[config.mk]
export PLATFORM = sky130hd
export DESIGN_NAME = uart_frame_tx
export DESIGN_NICKNAME = d
export VERILOG_FILES = /design/src/rtl/uart_frame_tx.sv
export SDC_FILE = /design/constraint.sdc
export NUM_CORES = 1
export LEC_CHECK = 0
export BUFFER_PORTS_ARGS = -buffer_cell sky130_fd_sc_hd__buf_4
export CORE_UTILIZATION = 45
export DETAILED_ROUTE_END_ITERATION = 10
export PLACE_DENSITY = 0.7
export SYNTH_ARGS = -nofsm -noshare
export SYNTH_HDL_FRONTEND = slang
export SYNTH_SLANG_ARGS = --single-unit
[constraint.sdc]
create_clock -name clk -period 2.77 [get_ports clk]
set_clock_uncertainty 0.05 [all_clocks]
set_input_delay 0.4155 -clock clk [delete_from_list [all_inputs] [get_ports clk]]
set_output_delay 0.4155 -clock clk [all_outputs]
set_load 0.1 [all_outputs]
[src/rtl/uart_frame_tx.sv]
module uart_frame_tx (
  input  logic       clk,
  input  logic       rst_n,
  input  logic       enable,
  input  logic [1:0] char_size,
  input  logic       parity_en,
  input  logic [1:0] parity_mode,
  input  logic       parity_on_zeros,
  input  logic       stop_half,
  input  logic       break_en,
  input  logic       flow_en,
  input  logic       flow_pol,
  input  logic       null_modem,
  input  logic       bit_tick,
  input  logic       half_tick,
  input  logic       fifo_empty,
  input  logic [7:0] fifo_data,
  input  logic       cts_a,
  input  logic       cts_b,
  output logic       fifo_pop,
  output logic       fifo_flush,
  output logic       txd_main,
  output logic       txd_alt,
  output logic       busy
);

  typedef enum logic [2:0] {S_IDLE, S_START, S_DATA, S_PAR, S_STOP, S_HALF} st_t;

  st_t        st;
  logic [7:0] sh;
  logic [2:0] cnt, last;
  logic       par_on, par_bit, half_r;

  logic       cts_in, cts_ok, ready, launch;
  logic [7:0] masked;
  logic       cnt_odd, par_new, bitval, line;

  assign cts_in  = null_modem ? cts_b : cts_a;
  assign cts_ok  = !flow_en || (cts_in == flow_pol);
  assign ready   = enable && !fifo_empty && cts_ok && bit_tick;
  assign launch  = ready && (st == S_IDLE || (st == S_STOP && !half_r));
  assign fifo_pop   = launch;
  assign fifo_flush = !enable;

  assign masked  = fifo_data & (8'hFF >> (2'd3 - char_size));
  assign cnt_odd = (^masked) ^ (parity_on_zeros & ~char_size[0]);

  always_comb begin
    case (parity_mode)
      2'd0:    par_new = cnt_odd;
      2'd1:    par_new = ~cnt_odd;
      2'd2:    par_new = 1'b1;
      default: par_new = 1'b0;
    endcase
  end

  always_ff @(posedge clk or negedge rst_n) begin
    if (!rst_n) begin
      st <= S_IDLE;
      sh <= '0;
      cnt <= '0;
      last <= '0;
      par_on <= 1'b0;
      par_bit <= 1'b0;
      half_r <= 1'b0;
    end else if (!enable) begin
      st <= S_IDLE;
    end else if (launch) begin
      st <= S_START;
      sh <= fifo_data;
      last <= {1'b0, char_size} + 3'd4;
      par_on <= parity_en;
      par_bit <= par_new;
      half_r <= stop_half;
    end else begin
      case (st)
        S_START: if (bit_tick) begin
          st <= S_DATA;
          cnt <= '0;
        end
        S_DATA: if (bit_tick) begin
          if (cnt == last) st <= par_on ? S_PAR : S_STOP;
          else begin
            sh <= sh >> 1;
            cnt <= cnt + 3'd1;
          end
        end
        S_PAR:  if (bit_tick) st <= S_STOP;
        S_STOP: if (bit_tick) st <= half_r ? S_HALF : S_IDLE;
        S_HALF: if (half_tick) st <= S_IDLE;
        default: st <= S_IDLE;
      endcase
    end
  end

  always_comb begin
    case (st)
      S_START: bitval = 1'b0;
      S_DATA:  bitval = sh[0];
      S_PAR:   bitval = par_bit;
      default: bitval = 1'b1;
    endcase
  end

  assign busy     = (st != S_IDLE);
  assign line     = (busy && break_en) ? 1'b0 : bitval;
  assign txd_main = null_modem ? 1'b1 : line;
  assign txd_alt  = null_modem ? line : 1'b1;

  assert_idle_high_R1: assert property (@(posedge clk) disable iff (!rst_n)
    !busy |-> (txd_main && txd_alt));

  assert_half_stop_high_R6: assert property (@(posedge clk) disable iff (!rst_n)
    (st == S_HALF && !break_en) |-> (txd_main && txd_alt));

  assert_break_low_R7: assert property (@(posedge clk) disable iff (!rst_n)
    (busy && break_en) |-> !(txd_main && txd_alt));

  assert_cts_gate_R8: assert property (@(posedge clk) disable iff (!rst_n)
    (fifo_pop && flow_en) |-> ((null_modem ? cts_b : cts_a) == flow_pol));

  assert_disable_idle_R11: assert property (@(posedge clk) disable iff (!rst_n)
    !enable |=> (!busy && !fifo_pop));

  assert_pop_starts_R13: assert property (@(posedge clk) disable iff (!rst_n)
    fifo_pop |-> (!fifo_empty && bit_tick));

  assert_pop_busy_R13: assert property (@(posedge clk) disable iff (!rst_n)
    (fifo_pop && enable) |=> busy);

endmodule

==> metrics.cfg <==
[final_layout]
area.growth.synth_to_final_pct=23.8
postLayoutCellArea_mm2=0.00151
finish.net_count=192
finish.utilization=0.599
post_route_cells_drive_above_1_share=0.284
ant_diodes=0

[synth]
synth_top_area_cell=sky130_fd_sc_hd__dfrtp_1
synth-edff-count=0
syn-cell-area_mm2=0.00122
synthTopCellsByArea=sky130_fd_sc_hd__dfrtp_1 41%, sky130_fd_sc_hd__mux2i_1 9.0%, sky130_fd_sc_hd__o21ai_0 6.1%
asyncSetResetFlopFracSynth=1.00
avgSynthCellArea_um2=9.32
ys_seq_area_frac=0.410
yosysWarningCount=0
post_syn_instances=131
synth.net_count=159
yosys.cell_types.count=36
synth-seq-cells=20
postSynth.topFlopCell=sky130_fd_sc_hd__dfrtp_1
post-synth-top-area-fraction=0.410

[detailed_routing]
drt_pass1_iterations=4
detail_route.iter0.violations=10
routed_wire_length_per_instance_um=13.6
drc=0
dr_total_vias=1069
final_antenna_violating_net_count=0
avgViaCountPerCell=5.57
sum_of_routed_wire_length_over_all_layers_mm=2.60

[power_and_ir_drop]
peakVddDrop_mv=0.298
cellPowerDensity_mw_per_mm2=508
static_leakage_uw=0.000662
total_power_uw=767

[clock_tree]
cts_buffers=3
cts.reportedPaths.clkPinSlew_ps=100
worstSkewPairLatency_ps=300
ctsRootBufferMaster=sky130_fd_sc_hd__clkbuf_4
tritoncts=done
cts.htree.levels=1
max-clock-path-buffers=2
cts.sink_count=20

[floorplan]
core_mm2=0.00252
initial_util=0.484
design.portCount=32
die_w_um=54.1
die-height_um=54.1
num_rows=18
die_outline_area_mm2=0.00293

[run_status]
status=finished, final reports clean

[sta]
worst_pin_slew_ps=736
slew_headroom=0.507
timing_limited_maximum_frequency_mhz=433
report.final.slew_viol_count=0
finalSetupTns_ps=0
rsz0062_at_grt=false
hold_viol=0
timing.final.crit_period_ps=2310
setup_viol=0
holdWs_ps=288
layout_worst_path_cycle_share=0.834

[global_routing]
first_pass_grt_wire_length_mm=4.62
first_global_vias=1080
globalRoute.totalOverflow=0
number_of_antenna_violations_at_the_first_check_in_global_routing=0
grt_max_degree=24
grt_usage=0.217

[worst_setup_path]
cp_max_fo=14
critical_path.endpoint_type=output port
max_stage_delay_ps=540
worstPathRequired_ps=2300
timing.critical_path.from_type=flop
worst-r2r-setup-slack_ps=750
worst_path_arrival_time_ps=1840
crit_path_cell_trace=inv_1 -> nand4_1 -> a21oi_1 -> buf_4
timing_worst_setup_path_type=reg -> out
crit_slowest_cell=sky130_fd_sc_hd__dfrtp_1

[placement]
postPlaceCellArea_mm2=0.00148
dpl_hpwl_mm=2.04
globalplace.congestion=0.835
port_buffers=31

[job]
maxCapViolations=0

[min_path]
hp-class=in -> reg

[placed cells by master, fill, tap and decap left out, types with 3 or more instances in the layout]
master	instances
sky130_fd_sc_hd__mux2i_1	11
sky130_fd_sc_hd__mux2_2	4
sky130_fd_sc_hd__nand2b_1	4
sky130_fd_sc_hd__o21ai_0	15
sky130_fd_sc_hd__xor2_1	5
sky130_fd_sc_hd__inv_1	4
sky130_fd_sc_hd__xnor2_1	6
sky130_fd_sc_hd__nor2_1	5
sky130_fd_sc_hd__clkbuf_4	3
sky130_fd_sc_hd__nor3_1	3
sky130_fd_sc_hd__nand2_1	17
sky130_fd_sc_hd__buf_4	32
sky130_fd_sc_hd__a21oi_1	7
sky130_fd_sc_hd__dfrtp_1	20
[cells by family after synthesis]
logic type,count (synthesis),share of synthesized area
AOI/OAI and AO/OA,32,0.160
and+or+nand+nor,42,0.173
DFF,20,0.410
xor gates and xnor gates,11,0.0789
buffers and inverters,9,0.0287
muxes,16,0.139
adders and majority gates,1,0.0102
[power breakdown]
| part | switching [uW] | leakage (uW) | total [uW] | internal (uW) |
|---|---|---|---|---|
| combinational | 126 | 0.000410 | 238 | 113 |
| sequential | 42.4 | 0.000238 | 393 | 351 |
| clock | 85.2 | 0.0000138 | 136 | 50.6 |
| total | 253 | 0.000662 | 767 | 514 |
[registers in the layout, indices dropped and copies added (netlist names)]
| name | count |
|---|---|
| sh | 8 |
| par_on | 1 |
| cnt | 3 |
| last | 3 |
| par_bit | 1 |
| st | 3 |
| half_r | 1 |
[path summary, 6_finish.rpt]
kind	startpoint	end	cells after the start
min in group asynchronous	rst_n	st[2]$_DFFE_PN0P_	2
max in group asynchronous	rst_n	sh[0]$_DFFE_PN0P_	2
max	st[0]$_DFFE_PN0P_	fifo_pop	4
max reg2reg	st[0]$_DFFE_PN0P_	half_r$_DFFE_PN0P_	5
min	fifo_data[4]	sh[4]$_DFFE_PN0P_	3
min reg2reg	last[2]$_DFFE_PN0P_	last[2]$_DFFE_PN0P_	1
[cell usage after synthesis, drive strengths merged, types with 2 or more instances]
library cell,count
o21ai,15
or3,2
mux2i,11
inv,4
clkbuf,4
dfrtp,20
nor3,4
or2,2
nor2b,2
nand2,17
mux2,5
xnor2,6
a31o,2
a21oi,7
xor2,5
nand2b,4
nor2,5
[through the flow]
stage,setup slack (ps),std cells
final,460,192
after global placement,722,188
after floorplan,213,131
after detailed placement,666,188
after global routing,341,192
after CTS,448,192
[cell type report]
type / instances / area, um2
clock buffers: 3 / 22.5
fillers: 233 / 1010
inverters: 4 / 15.0
multi-input cells: 102 / 686
flip-flops and latches: 20 / 500
well taps: 30 / 37.5
repair buffers: 33 / 250
[worst max-delay path, delay by kind of cell (launching register included)]
family | cells | cell delay [ps]
AO/OA/AOI/OAI | 1 | 320
buffers and inverters | 2 | 570
flip-flops | 1 | 540
AND/OR/NAND/NOR | 1 | 110
[layer usage]
layer / global-route usage / routed length, um / share of wire
met1: 0.251 / 1100 / 0.42
met4: 0.0342 / 10 / 0.0038
met2: 0.401 / 1400 / 0.54
met3: 0.0593 / 99 / 0.038
met5: 0 / 0 / 0
[what timing repair did]
action                                  4_1_cts  5_1_grt
resized for setup                             0        0
buffers inserted                              0        0
endpoints found under the setup margin        0        0
hold endpoints to repair                     20        0
hold buffers                                  1        0
Note: power is estimated with default switching activity, not from simulation.
